===== src/rtl/blk_xfer_pkg.sv =====
package blk_xfer_pkg;
    localparam int REG_CNT = 16;
    localparam int IDX_W   = $clog2(REG_CNT);
    localparam int ADDR_W  = 32;
    localparam int DATA_W  = 32;
    localparam int STEP_B  = DATA_W / 8;

    typedef enum logic {
        S_IDLE = 1'b0,
        S_RUN  = 1'b1
    } seq_st_e;

    typedef struct packed {
        seq_st_e             st;
        logic [REG_CNT-1:0]  pend;
        logic [ADDR_W-1:0]   cur;
        logic [IDX_W-1:0]    breg;
        logic                up;
        logic                pre;
        logic                load;
        logic                wb;
        logic                done;
        logic                undef;
        logic                wbv;
        logic [ADDR_W-1:0]   fin;
    } seq_ctx_t;
endpackage


===== src/rtl/xfer_pick.sv =====
module xfer_pick #(
    parameter int N  = 16,
    parameter int IW = $clog2(N)
) (
    input  logic [N-1:0]  mask,
    input  logic          low_first,
    output logic [IW-1:0] idx,
    output logic [N-1:0]  oh
);
    always_comb begin
        idx = '0;
        if (low_first) begin
            for (int i = N - 1; i >= 0; i--) begin
                if (mask[i]) idx = IW'(i);
            end
        end else begin
            for (int i = 0; i < N; i++) begin
                if (mask[i]) idx = IW'(i);
            end
        end
        oh = mask & (N'(1) << idx);
    end
endmodule


===== src/rtl/xfer_addr.sv =====
module xfer_addr #(
    parameter int AW   = 32,
    parameter int STEP = 4
) (
    input  logic [AW-1:0] cur,
    input  logic          up,
    input  logic          pre,
    output logic [AW-1:0] acc_addr,
    output logic [AW-1:0] nxt_addr
);
    localparam logic [AW-1:0] STEP_V = AW'(STEP);

    always_comb begin
        nxt_addr = up ? (cur + STEP_V) : (cur - STEP_V);
        acc_addr = pre ? nxt_addr : cur;
    end
endmodule


===== src/rtl/blk_xfer_seq.sv =====
module blk_xfer_seq
    import blk_xfer_pkg::*;
(
    input  logic               clk,
    input  logic               rst_n,
    input  logic               start_i,
    input  logic [ADDR_W-1:0]  base_addr_i,
    input  logic [IDX_W-1:0]   base_reg_i,
    input  logic [REG_CNT-1:0] reg_list_i,
    input  logic               pre_i,
    input  logic               up_i,
    input  logic               load_i,
    input  logic               wb_i,
    input  logic               priv_i,
    output logic [IDX_W-1:0]   rf_idx_o,
    input  logic [DATA_W-1:0]  rf_rdata_i,
    output logic               rf_we_o,
    output logic [DATA_W-1:0]  rf_wdata_o,
    output logic               mem_req_o,
    output logic               mem_we_o,
    output logic [ADDR_W-1:0]  mem_addr_o,
    output logic [DATA_W-1:0]  mem_wdata_o,
    input  logic               mem_ready_i,
    input  logic [DATA_W-1:0]  mem_rdata_i,
    output logic               done_o,
    output logic               undef_o,
    output logic               wb_valid_o,
    output logic [IDX_W-1:0]   wb_idx_o,
    output logic [ADDR_W-1:0]  wb_addr_o
);
    localparam int TOP_BIT = REG_CNT - 1;

    seq_ctx_t q, d;

    logic [IDX_W-1:0]   sel_idx;
    logic [REG_CNT-1:0] sel_oh;
    logic [ADDR_W-1:0]  acc_addr;
    logic [ADDR_W-1:0]  nxt_addr;
    logic               running;
    logic               bad_req;

    // Next register to visit: lowest pending when ascending, highest when descending.
    xfer_pick #(.N(REG_CNT), .IW(IDX_W)) u_pick (
        .mask      (q.pend),
        .low_first (q.up),
        .idx       (sel_idx),
        .oh        (sel_oh)
    );

    // Step unit: address of this access and the running address after it.
    xfer_addr #(.AW(ADDR_W), .STEP(STEP_B)) u_addr (
        .cur      (q.cur),
        .up       (q.up),
        .pre      (q.pre),
        .acc_addr (acc_addr),
        .nxt_addr (nxt_addr)
    );

    assign running = (q.st == S_RUN);
    assign bad_req = reg_list_i[TOP_BIT] | priv_i;

    always_comb begin
        d       = q;
        d.done  = 1'b0;
        d.undef = 1'b0;
        d.wbv   = 1'b0;
        unique case (q.st)
            S_IDLE: begin
                // The completion cycle counts as busy: a start there is dropped.
                if (start_i && !q.done) begin
                    if (bad_req) begin
                        d.done  = 1'b1;
                        d.undef = 1'b1;
                    end else if (reg_list_i == '0) begin
                        d.done = 1'b1;
                        d.wbv  = wb_i;
                        d.fin  = base_addr_i;
                        d.breg = base_reg_i;
                    end else begin
                        d.st   = S_RUN;
                        d.pend = reg_list_i;
                        d.cur  = base_addr_i;
                        d.breg = base_reg_i;
                        d.up   = up_i;
                        d.pre  = pre_i;
                        d.load = load_i;
                        d.wb   = wb_i;
                    end
                end
            end
            S_RUN: begin
                if (mem_ready_i) begin
                    d.pend = q.pend & ~sel_oh;
                    d.cur  = nxt_addr;
                    if ((q.pend & ~sel_oh) == '0) begin
                        d.st   = S_IDLE;
                        d.done = 1'b1;
                        d.wbv  = q.wb;
                        d.fin  = nxt_addr;
                    end
                end
            end
            default: d = q;
        endcase
    end

    always_ff @(posedge clk) begin
        if (!rst_n) begin
            q <= '0;
        end else begin
            q <= d;
        end
    end

    assign rf_idx_o    = sel_idx;
    assign rf_we_o     = running & q.load & mem_ready_i;
    assign rf_wdata_o  = mem_rdata_i;
    assign mem_req_o   = running;
    assign mem_we_o    = running & ~q.load;
    assign mem_addr_o  = acc_addr;
    assign mem_wdata_o = rf_rdata_i;
    assign done_o      = q.done;
    assign undef_o     = q.undef;
    assign wb_valid_o  = q.wbv;
    assign wb_idx_o    = q.breg;
    assign wb_addr_o   = q.fin;
endmodule


===== config.mk =====
export PLATFORM = sky130hd
export DESIGN_NAME = blk_xfer_seq
export DESIGN_NICKNAME = d
export VERILOG_FILES = /design/src/rtl/blk_xfer_pkg.sv /design/src/rtl/xfer_pick.sv /design/src/rtl/xfer_addr.sv /design/src/rtl/blk_xfer_seq.sv
export SDC_FILE = /design/constraint.sdc
export NUM_CORES = 1
export LEC_CHECK = 0
export ABC_CLOCK_PERIOD_IN_PS = 4500
export BUFFER_PORTS_ARGS = -buffer_cell sky130_fd_sc_hd__buf_2
export CAP_MARGIN = 20
export CORE_MARGIN = 3
export CORE_UTILIZATION = 51
export DETAILED_ROUTE_END_ITERATION = 6
export PLACE_DENSITY = 0.82
export SLEW_MARGIN = 30
export SYNTH_ARGS = -nofsm -noshare
export SYNTH_HDL_FRONTEND = slang
export SYNTH_SLANG_ARGS = --single-unit

===== constraint.sdc =====
create_clock -name clk -period 4.5 [get_ports clk]
set_input_delay 0.225 -clock clk [delete_from_list [all_inputs] [get_ports clk]]
set_output_delay 0.225 -clock clk [all_outputs]
set_load 0.01 [all_outputs]

## Word level (Yosys, flattened, before mapping)

Cells that the tools add are included.

- Add/subtract/negate cells: 2
- Equality and inequality tests: 6
- Shift operators: 1
- Mux-type cells: 52
- Bitwise logic cells: 13
- Reductions and logical operators: 9

Operators by type and width:

| cell | count |
|---|---|
| $mux 33 | 4 |
| $mux 4 | 26 |
| $mux 49 | 2 |
| $pmux 49 s2 | 1 |
| $mux 92 | 1 |
| $pmux 33 s2 | 1 |
| $mux 32 | 2 |
| $mux 57 | 1 |
| $add 32x3->32 const B | 1 |
| $and 16x16->16 | 2 |
| $logic_not 16->1 | 2 |
| $sub 32x3->32 const B | 1 |
| $not 16->16 | 1 |
| $shl 1x4->16 const A | 1 |
| $mux 3 | 4 |
| $ne 2x2->1 const B | 5 |
| $reduce_and 4->1 | 2 |
| $mux 1 | 7 |
| $not 1->1 | 6 |
| $reduce_and 5->1 | 1 |
| $mux 2 | 2 |
| $and 1x1->1 | 3 |
| $reduce_and 3->1 | 1 |
| $reduce_or 3->1 | 1 |
| 5 further kinds | 5 |

- Register bits after elaboration: 92
- Bits of input ports: 125
- Output and inout port bits: 142

## Depth between registers and ports, before layout

Gate-level depths: netlist of the first run.

- Depth after elaboration: 25
- Depth in mapped cells: 15

## Cells and area by module

Synthesis of the first run repeated with hierarchy kept, for this count alone.

- Cell total of the unflattened synthesis: 1035
- Area total of the unflattened synthesis: 8538.2 µm²

Modules (own cells, without submodules):

| module | instances | cells an instance | area an instance (µm²) |
|---|---|---|---|
| blk_xfer_seq | 1 | 641 | 5770.5 |
| xfer_addr | 1 | 310 | 2214.6 |
| xfer_pick | 1 | 84 | 553.0 |

## Worst setup path before layout of the first run

Ideal clock, no wire load.

- Path kind: reg2out
- Start point: reg q[38] (netlist bit)
- End point: out mem_addr_o[31]
- Arrival: 3535 ps
- Data required time: 4275 ps
- Setup slack: 740 ps
- Stages on the path, launching flop included: 13
- Buffers on the path: 1
- Path through: dfxtp_1 > buf_1 > inv_1 > ha_1 > a211oi_1 > nor2_1 > o41ai_1 > o22ai_1 > a221oi_1 > a21oi_1 > or3_1 > nand3_1 > mux2_2

- Word-level cells in the longest chain between the ends: 2

RTL lines:

| item | line | RTL |
|---|---|---|
| start, declared | blk_xfer_seq.sv:33 | `seq_ctx_t q, d;` |
| start signal, assigned | blk_xfer_seq.sv:109 | `q <= '0;` |
| start signal, assigned | blk_xfer_seq.sv:111 | `q <= d;` |
| $mux 32 | xfer_addr.sv:14 | `nxt_addr = up ? (cur + STEP_V) : (cur - STEP_V);` |
| $mux 32 | xfer_addr.sv:15 | `acc_addr = pre ? nxt_addr : cur;` |
| end, declared | blk_xfer_seq.sv:21 | `output logic [ADDR_W-1:0] mem_addr_o,` |

Every way passes these cells.

## Worst setup path in the final report of the first run

Same ends and word-level chain as after synthesis.

==> flow_metrics.py, run 1 <==
metrics = {
    "global_routing": {
        "first_global_vias": 6011,
        "antenna_found_initial": 1,
        "grt_max_degree": 93,
        "overflow": 0,
        "grt_pass1_wl_um": 30800,
        "grt_usage_pct": 23.5,
    },
    "yosys": {
        "synth_fp_nets": 1001,
        "seq_area_frac_synth_pct": 25.7,
        "ys_top_cells_by_area": "dfxtp_1 (26%), buf_4 (11%), ha_1 (4.9%)",
        "ys_types": 66,
        "synth_common_cells": "buf_4 (102), dfxtp_1 (92), nand2_1 (73), nor2b_1 (53), a21oi_1 (45)",
        "yosysTopAreaCellShare_pct": 25.7,
        "synthCells": 847,
        "avgSynthCellArea_um2": 8.45,
        "netlist.top_cell.by_area": "dfxtp_1",
        "synth_edf_count": 0,
        "synth_flop_cell": "dfxtp_1",
        "yosysMostFrequentCell": "buf_4",
        "syn_area_mm2": 0.00716,
        "ys_async_sr_fraction_pct": 0,
        "yosysWarnings": 0,
        "ys_ff_latch": 92,
    },
    "floorplan": {
        "die_w_um": 124,
        "num_rows": 42,
        "start_util_pct": 53.0,
        "die_h_um": 124,
        "core_mm2": 0.0135,
        "die_area_mm2": 0.0155,
        "io_pins": 267,
    },
    "run_status": {
        "status": "complete, but fails checks",
        "violations": "DRC",
    },
    "sta": {
        "clock.fmax_mhz": 242,
        "setup_ws_ns": 0.371,
        "fin_crit_sh_pct": 91.8,
        "finalSetupTns_ns": 0,
        "skew_ns": 0.00800,
        "max_slew_margin_pct": 50.0,
        "report.final.setup_viol": 0,
        "drv_slew": 0,
        "min_period_ns": 4.13,
        "tightest_slew_ns": 0.747,
        "rsz0062_at_grt": "no",
        "hold_viol": 0,
    },
    "clock_tree": {
        "htreeDepth": 3,
        "cts_tree": "built",
        "postCtsSetupRepairBufs": 0,
        "worstSkewPairLatency_ns": 0.35,
        "clk_pin_slew_worst_paths_ns": 0.07,
        "cts_resized": 0,
        "cts_buffers": 9,
        "clockBufferDepth": 2,
        "clock_sinks": 92,
        "cts_root_buf": "clkbuf_16",
        "ctsHoldBuffers": 0,
    },
    "final_layout": {
        "fillers": 1247,
        "area_growth_pct": 4.46,
        "utilization_pct": 55.4,
        "final_nets": 1010,
        "layout-drive-gt1-share_pct": 29.6,
    },
    "setup_path": {
        "critPathLaunchType": "flop",
        "r2r-start": "q[38]",
        "path_cells": "inv_1 > ha_1 > a211oi_1 > nor2_1 > o41ai_1 > o22ai_1 > a221oi_1 > a21oi_1 > or3_1 > nand3_1 > mux2_2 > buf_2",
        "critPathRequiredTime_ns": 4.28,
        "slowest_delay_ns": 0.52,
        "worstSetupEndpointType": "output port",
        "startpoint": "q[38]",
        "worstPathArrival_ns": 3.90,
        "cp_max_fo": 11,
        "path_class": "flop to output port",
        "crit_family": "compound AO/OA/AOI/OAI gates",
        "slowest_stage": "o41ai_1",
        "path_buf_inv": 2,
    },
    "detailed_routing": {
        "finalWirelength_um": 18800,
        "vias": 6363,
        "avgRoutedWirePerCell_um": 18.1,
        "viasPerCell": 6.13,
        "route.antenna.remaining_nets": 0,
        "drtIter0Drc": 776,
        "dr.pass1.iters": 7,
        "drc_errors": 1,
    },
    "min_path": {
        "hp-class": "input port to flop",
        "min_from": "base_reg_i[3]",
    },
    "placed_design": {
        "detailed_place_hpwl_um": 13400,
        "routabilityCongestion": 0.977,
        "dp_slack_ns": 0.784,
        "io_buffer_count": 138,
    },
    "power_and_ir_drop": {
        "power_density_mw_per_mm2": 341,
        "vdd_drop_max_mv": 0.280,
        "p_leak_uw": 0.00312,
    },
    "run": {
        "drv_cap": 0,
    },
}
[logic make-up after synthesis]
logic type | count (synthesis) | share of synthesized area [%]
adders and majority gates | 29 | 5.17
AOI/OAI and AO/OA | 258 | 28.5
and+or+nand+nor | 234 | 16.5
DFF | 92 | 25.7
xor gates and xnor gates | 24 | 2.94
muxes | 38 | 5.79
buffers and inverters | 172 | 15.3
[layer usage]
layer / share of wire (%) / global-route usage [%] / vias to the layer above
met3: 6.1 / 3.73 / 42
met2: 48 / 39.7 / 269
li1: - / - / 3016
met5: 0 / 0 / -
met4: 2.1 / 7.87 / 0
met1: 44 / 30.6 / 3036
[flip-flops by register name, indices dropped and copies added (netlist names)]
signal / count
undef_o: 1
wb_valid_o: 1
wb_idx_o: 4
q: 52
wb_addr_o: 32
mem_req_o: 1
done_o: 1
[path summary, 6_finish.rpt]
path	end	slack [ns]	depth (start not counted)
worst max-delay path	mem_addr_o[31]	0.37	12
worst min-delay path	wb_idx_o[3]	0.12	3
worst max register to register	wb_addr_o[18]	0.81	13
worst min register to register	wb_addr_o[5]	0.46	2
[per-stage QoR]
step	hold slack, ns	power [uW]	cells	cell area (um2)
after CTS	0.118	2550	1037	7470
after floorplan	0.370	1610	847	7160
final	0.123	2550	1038	7480
after detailed placement	0.447	1770	1021	7170
after global placement	0.445	1760	1021	7170
after global routing	0.130	2680	1038	7480
[final cells by class]
cell class                 count  area, um2  share of cell area (%)
multi-input combinational    583       4250                    56.8
inverter                      18       67.6                   0.904
timing repair buffer         152        796                    10.6
clock inverter                 6       63.8                   0.854
sequential                    92       1840                    24.6
tap                          176        220                    2.95
antenna                        1       2.50                  0.0335
clock buffer                  10        239                    3.20
[cells in the final DEF, fill, tap and decap left out, types with 3 or more instances in the layout]
cell,count
a21o_1,5
a21boi_0,15
o32ai_1,5
or3_1,3
and2_1,3
a22oi_1,10
or4_1,3
a21boi_1,6
nand4_1,3
nor2_1,41
ha_1,28
mux2i_1,11
a211oi_1,3
buf_4,14
o21a_1,10
a21oi_1,45
dfxtp_1,92
nand2b_1,8
a21boi_2,23
nand2_1,73
clkbuf_16,9
or2_2,5
xor2_1,9
nor4_1,19
buf_2,138
and3_1,3
nand3_1,5
o41ai_1,5
nor3_1,9
o21ai_0,38
xnor2_1,15
mux2_2,27
a221oi_1,4
a22oi_2,23
o31ai_1,3
nor2b_1,52
inv_1,17
a31oi_1,5
a222oi_1,30
[power breakdown]
group / internal (uW) / switching (uW)
combinational: 365 / 516
clock: 445 / 338
sequential: 848 / 34.7
total: 1660 / 889
[worst reg2reg max path: cells and delay by family (launching register included)]
kind | cells | cell delay [ns]
AO/OA/AOI/OAI | 7 | 1.70
flip-flops | 1 | 0.33
buffers and inverters | 3 | 1.00
AND/OR/NAND/NOR | 3 | 0.60
Note: power is estimated with default switching activity, not from simulation.
==> run 2, diff against run 1 <==
--- a/config.mk
+++ b/config.mk
@@ -8,10 +8,10 @@
 export ABC_CLOCK_PERIOD_IN_PS = 4500
 export BUFFER_PORTS_ARGS = -buffer_cell sky130_fd_sc_hd__buf_2
 export CAP_MARGIN = 20
-export CORE_MARGIN = 3
 export CORE_UTILIZATION = 51
 export DETAILED_ROUTE_END_ITERATION = 6
 export PLACE_DENSITY = 0.82
+export RECOVER_POWER = 50
 export SLEW_MARGIN = 30
 export SYNTH_ARGS = -nofsm -noshare
 export SYNTH_HDL_FRONTEND = slang
==> run 2 against run 1 <==
  * The run still ends with DRC left
  * First-iteration DRC count down 30%
  * Count of clock-buffer cells in the layout up 3
  * Routed wire length down 0.66%
  * Non-clock buffer count down 2
  * Largest power group unchanged
  * Highest routed layer unchanged
==> flow_metrics.py, run 2 (synthesis gave the netlist of run 1 again) <==
metrics = {
    "final_layout": {
        "regMostFlops": "q",
        "largest_register_ffs": 52,
        "utilization_pct": 55.2,
        "diodes": 0,
        "final_nets": 1008,
        "fin_cells": 1035,
        "layout_commonest_cell": "dfxtp_1",
        "area_growth_pct": 3.83,
        "final_cell_mix": "dfxtp_1 (92), buf_2 (90), nand2_1 (73)",
        "layout-drive-gt1-share_pct": 23.9,
    },
    "global_routing": {
        "grt_pass1_wl_um": 29900,
        "first_global_vias": 5900,
        "antenna_found_initial": 0,
        "overflow": 0,
        "grt_usage_pct": 25.8,
        "grt_util_met1_pct": 33.4,
        "grt_max_degree": 93,
        "met3_usage_pct": 4.81,
        "grt_busiest_layer": "met2",
        "met2_usage_pct": 41.9,
    },
    "setup_path": {
        "regToRegSetupSlack_ns": 0.53,
        "slowest_delay_ns": 0.55,
        "worst-r2r-cell-count": 12,
        "critPathLaunchType": "flop",
        "worstPathArrival_ns": 3.98,
        "worstReg2RegEnd": "wb_addr_o[4]",
        "critPathRequiredTime_ns": 4.28,
        "r2r-start": "q[88]",
        "path_buf_inv": 3,
        "cp_max_fo": 21,
        "startpoint": "q[38]",
        "crit_family": "compound AO/OA/AOI/OAI gates",
        "critical_path_depth": 13,
        "path_class": "flop to output port",
        "worstSetupEndpoint": "mem_addr_o[29]",
        "slowest_stage": "o41ai_1",
        "path_cells": "inv_1 > buf_4 > ha_1 > o21ai_0 > nor2_1 > o41ai_1 > o22ai_1 > a221oi_1 > a21oi_1 > nor3_1 > xor2_1 > mux2i_1 > buf_2",
        "worstSetupEndpointType": "output port",
    },
    "placed_design": {
        "dp_cells": 1019,
        "detailed_place_hpwl_um": 13000,
        "io_buffer_count": 138,
        "routabilityCongestion": 0.931,
    },
    "sta": {
        "clock.fmax_mhz": 238,
        "report.final.setup_viol": 0,
        "drv_slew": 0,
        "fin_crit_sh_pct": 93.4,
        "hold_viol": 0,
        "finalSetupTns_ns": 0,
        "min_period_ns": 4.20,
        "skew_ns": 0.00599,
        "rsz0062_at_grt": "no",
        "tightest_slew_ns": 0.815,
        "max_slew_margin_pct": 45.7,
    },
    "detailed_routing": {
        "vias": 6302,
        "avgRoutedWirePerCell_um": 18.0,
        "drtIter0Drc": 541,
        "viasPerCell": 6.09,
        "route.antenna.remaining_nets": 0,
        "finalWirelength_um": 18600,
        "dr.pass1.iters": 7,
        "drc_errors": 8,
    },
    "power_and_ir_drop": {
        "power_density_mw_per_mm2": 347,
        "finalPower_uw": 2580,
        "vdd_drop_max_mv": 0.204,
        "p_leak_uw": 0.00292,
    },
    "clock_tree": {
        "worstSkewPairLatency_ns": 0.35,
        "cts_buffers": 9,
        "ctsHoldBuffers": 0,
        "clk_pin_slew_worst_paths_ns": 0.06,
        "cts_root_buf": "clkbuf_16",
        "htreeDepth": 3,
        "clockBufferDepth": 2,
        "cts_tree": "built",
        "cts_resized": 0,
        "postCtsSetupRepairBufs": 0,
        "clock_sinks": 92,
    },
    "floorplan": {
        "io_pins": 267,
        "die_h_um": 120,
        "num_rows": 42,
        "die_area_mm2": 0.0145,
        "core_mm2": 0.0135,
        "die_w_um": 120,
        "start_util_pct": 53.2,
    },
    "run_status": {
        "violations": "DRC",
        "status": "complete, but fails checks",
    },
    "run": {
        "drv_cap": 0,
    },
    "min_path": {
        "hp-class": "input port to flop",
    },
}
## run 2: metal layers
| layer | up-vias | routed length (um) |
|---|---|---|
| li1 | 3019 | - |
| met5 | - | 0 |
| met1 | 2992 | 8260 |
| met4 | 0 | 490 |
| met2 | 250 | 8710 |
| met3 | 41 | 1190 |
## run 2: per-stage QoR
stage	setup slack (ns)	hold slack, ns	cell area (um2)
2_1_floorplan	0.740	0.370	7160
3_3_place_gp	0.627	0.447	7170
3_5_place_dp	0.599	0.446	7170
4_1_cts	0.344	0.128	7490
5_1_grt	0.0201	0.134	7430
6_report	0.295	0.135	7430
## run 2: worst min-delay path, stage by stage
cell,delay (ns)
buf_2,0.11
nand2_1,0.04
a21boi_0,0.06
## run 2: final cells by class
| class | instances | area, um2 |
|---|---|---|
| multi-input combinational | 583 | 4250 |
| clock inverter | 3 | 42.5 |
| sequential | 92 | 1840 |
| inverter | 18 | 67.6 |
| clock buffer | 13 | 280 |
| tap | 176 | 220 |
| timing repair buffer | 150 | 733 |
| fill | 1260 | 6020 |
## run 2: power breakdown
group	internal [uW]	switching, uW	leakage [uW]	total, uW
Combinational	358	518	0.00202	876
Clock	490	328	0.000158	818
Sequential	848	34.9	0.000746	883
## run 2: how the worst min path moves through the flow
stage | start | to | slack, ns | cells after the start
after floorplan | reg_list_i[1] | q[76] | 0.37 | 2
after global placement | wb_addr_o[12] | wb_addr_o[12] | 0.45 | 2
after detailed placement | wb_addr_o[12] | wb_addr_o[12] | 0.45 | 2
after CTS | base_reg_i[1] | wb_idx_o[1] | 0.13 | 3
after global routing | reg_list_i[6] | q[81] | 0.13 | 3
final | reg_list_i[2] | q[77] | 0.13 | 3
==> run 3, diff against run 2 <==
--- a/config.mk
+++ b/config.mk
@@ -5,6 +5,7 @@
 export SDC_FILE = /design/constraint.sdc
 export NUM_CORES = 1
 export LEC_CHECK = 0
+export ABC_AREA = 1
 export ABC_CLOCK_PERIOD_IN_PS = 4500
 export BUFFER_PORTS_ARGS = -buffer_cell sky130_fd_sc_hd__buf_2
 export CAP_MARGIN = 20
==> run 3 against run 2 <==
  * The flow finishes with violations (capacitance limit, slew limit)
  * Clock power down 2%
  * Non-clock buffer count down 2
  * Largest cell class unchanged
  * Die area up 0.24%
  * Maximum frequency up 3.0%
  * Routed wire length up 7.2%
  * Flip-flop and latch count unchanged
  * Clock skew up 0.0029 ns
  * Cell count up 32%
  * Design area up 0.69%
==> flow_metrics.py, run 3 <==
metrics = {
    "clock_tree": {
        "cts_root_buf": "clkbuf_16",
        "cts_buffers": 9,
        "cts_tree": "built",
        "cts_resized": 0,
        "ctsHoldBuffers": 0,
        "clk_pin_slew_worst_paths_ns": 0.07,
        "htreeDepth": 3,
        "clockBufferDepth": 2,
        "worstSkewPairLatency_ns": 0.35,
        "postCtsSetupRepairBufs": 0,
        "clock_sinks": 92,
    },
    "yosys": {
        "ys_ff_latch": 92,
        "synth_common_cells": "nand2_1 (403), nor2_1 (130), buf_4 (103), dfxtp_1 (92), inv_1 (92)",
        "yosysMostFrequentCell": "nand2_1",
        "yosysWarnings": 0,
        "netlist.top_cell.by_area": "dfxtp_1",
        "ys_top_cells_by_area": "dfxtp_1 (26%), nand2_1 (21%), buf_4 (11%)",
        "syn_area_mm2": 0.00717,
        "synthCells": 1169,
        "ys_types": 41,
        "synth_flop_cell": "dfxtp_1",
        "synth_edf_count": 0,
        "ys_async_sr_fraction_pct": 0,
        "synth_fp_nets": 1323,
        "seq_area_frac_synth_pct": 25.7,
        "yosysTopAreaCellShare_pct": 25.7,
        "avgSynthCellArea_um2": 6.14,
    },
    "setup_path": {
        "cp_max_fo": 10,
        "worstPathArrival_ns": 3.86,
        "cp_common_cell": "nand2_1",
        "regToRegSetupSlack_ns": 0.83,
        "path_class": "flop to output port",
        "path_cells": "clkinvlp_4 > ha_1 > nand2_1 > o21ai_0 > nand2_1 > a21oi_1 > nand3_1 > nand2_1 > nand2_1 > nand2_1 > a21oi_1 > o21ai_0 > a21oi_1 > o21ai_0 > xor2_1 > nand2_1 > nand2_1 > buf_2",
        "crit_family": "compound AO/OA/AOI/OAI gates",
        "worstSetupEndpointType": "output port",
        "slowest_stage": "dfxtp_1",
        "slowest_delay_ns": 0.47,
        "critPathRequiredTime_ns": 4.28,
        "critPathLaunchType": "flop",
        "path_buf_inv": 2,
    },
    "final_layout": {
        "final_area_mm2": 0.00748,
        "largest_register_ffs": 52,
        "regMostFlops": "q",
        "diodes": 0,
        "utilization_pct": 55.4,
        "final_cell_mix": "nand2_1 (403), nor2_1 (129), buf_2 (94)",
        "final_nets": 1336,
        "regArea_mm2": 0.00184,
        "fillers": 1359,
        "multiInputGateArea_mm2": 0.00402,
        "layout_commonest_cell": "nand2_1",
        "area_growth_pct": 4.29,
        "layout-drive-gt1-share_pct": 11.7,
    },
    "sta": {
        "finalSetupTns_ns": 0,
        "hold_viol": 0,
        "rsz0062_at_grt": "no",
        "drv_slew": 130,
        "clock.fmax_mhz": 245,
        "fin_crit_sh_pct": 90.8,
        "timing.hold.ws_ns": 0.130,
        "setup_ws_ns": 0.416,
        "skew_ns": 0.00885,
        "tightest_slew_ns": 2.24,
        "max_slew_margin_pct": -49.1,
        "min_period_ns": 4.08,
        "report.final.setup_viol": 0,
    },
    "detailed_routing": {
        "viasPerCell": 5.32,
        "met3_wirelength_um": 1690,
        "drc_errors": 0,
        "wl_met2_um": 8850,
        "dr.pass1.iters": 6,
        "finalWirelength_um": 20000,
        "met1_length_um": 9040,
        "drtIter0Drc": 530,
        "top_layer": "met4",
        "vias": 7247,
        "route.antenna.remaining_nets": 0,
        "avgRoutedWirePerCell_um": 14.7,
    },
    "floorplan": {
        "start_util_pct": 53.1,
        "core_mm2": 0.0135,
        "die_w_um": 121,
        "die_h_um": 121,
        "io_pins": 267,
        "die_area_mm2": 0.0145,
        "num_rows": 42,
    },
    "power_and_ir_drop": {
        "vdd_drop_max_mv": 0.196,
        "power_density_mw_per_mm2": 342,
        "p_leak_uw": 0.00378,
    },
    "placed_design": {
        "routabilityCongestion": 0.942,
        "io_buffer_count": 138,
        "placed_cell_area_mm2": 0.00723,
        "detailed_place_hpwl_um": 14300,
        "dp_slack_ns": 0.795,
    },
    "run": {
        "drv_cap": 3,
    },
    "run_status": {
        "status": "complete, but fails checks",
        "violations": "capacitance limit, slew limit",
    },
    "global_routing": {
        "grt_max_degree": 65,
        "grt_pass1_wl_um": 31900,
        "first_global_vias": 6504,
        "antenna_found_initial": 0,
        "overflow": 0,
        "grt_usage_pct": 27.7,
    },
    "min_path": {
        "hp-class": "input port to flop",
    },
}
## run 3: changes by cell type after synthesis, moves of 23 or more
cell and delta:
nor2b_1 -53, a222oi_1 -30, a22oi_2 -23, nand3_1 +42
nor2_1 +88, a31oi_1 +37, inv_1 +75, nand2_1 +330
a21boi_2 -23, mux2_2 -27
## run 3: final timing paths
check | start | endpoint | cells past startpoint
worst min register to register | q[35] | wb_valid_o | 2
worst max-delay path | q[38] | mem_addr_o[26] | 18
worst min-delay path | base_addr_i[0] | q[43] | 3
worst max register to register | q[88] | wb_addr_o[21] | 28
## run 3: final cells by class
type | count | share of cell area (%)
multi-input combinational | 829 | 53.7
clock buffer | 13 | 3.61
tap | 176 | 2.94
timing repair buffer | 148 | 9.40
inverter | 102 | 5.18
clock inverter | 3 | 0.585
sequential | 92 | 24.6
## run 3: power by group
part / switching, uW / leakage (uW) / internal [uW]
Combinational: 572 / 0.00288 / 301
Sequential: 30.5 / 0.000746 / 847
Clock: 329 / 0.000156 / 477
## run 3: logic make-up (layout without fill, tap and decap cells)
logic type	Yosys count	after routing	synth area share (%)
xor gates and xnor gates	28	28	3.42
DFF	92	92	25.7
adders and majority gates	29	29	5.16
buffers and inverters	248	266	18.6
AOI/OAI and AO/OA	161	161	13.2
and+or+nand+nor	611	611	34.0
## run 3: worst reg2reg max path, delay by kind of cell, from the launching register on
family | cells | cell delay, ns
AND/OR/NAND/NOR | 25 | 2.78
buffers and inverters | 3 | 0.33
flip-flops | 1 | 0.45
## run 3: routing by layer
layer / track usage, % / up-vias
met5: 0 / -
met4: 9.10 / 0
met3: 4.76 / 49
met2: 45.1 / 330
met1: 36.9 / 3210
li1: - / 3658
## run 3: metrics by stage
stage,cells,power (uW)
3_3_place_gp,1347,1750
5_1_grt,1363,2710
2_1_floorplan,1169,1580
3_5_place_dp,1347,1750
6_report,1363,2560
4_1_cts,1363,2560
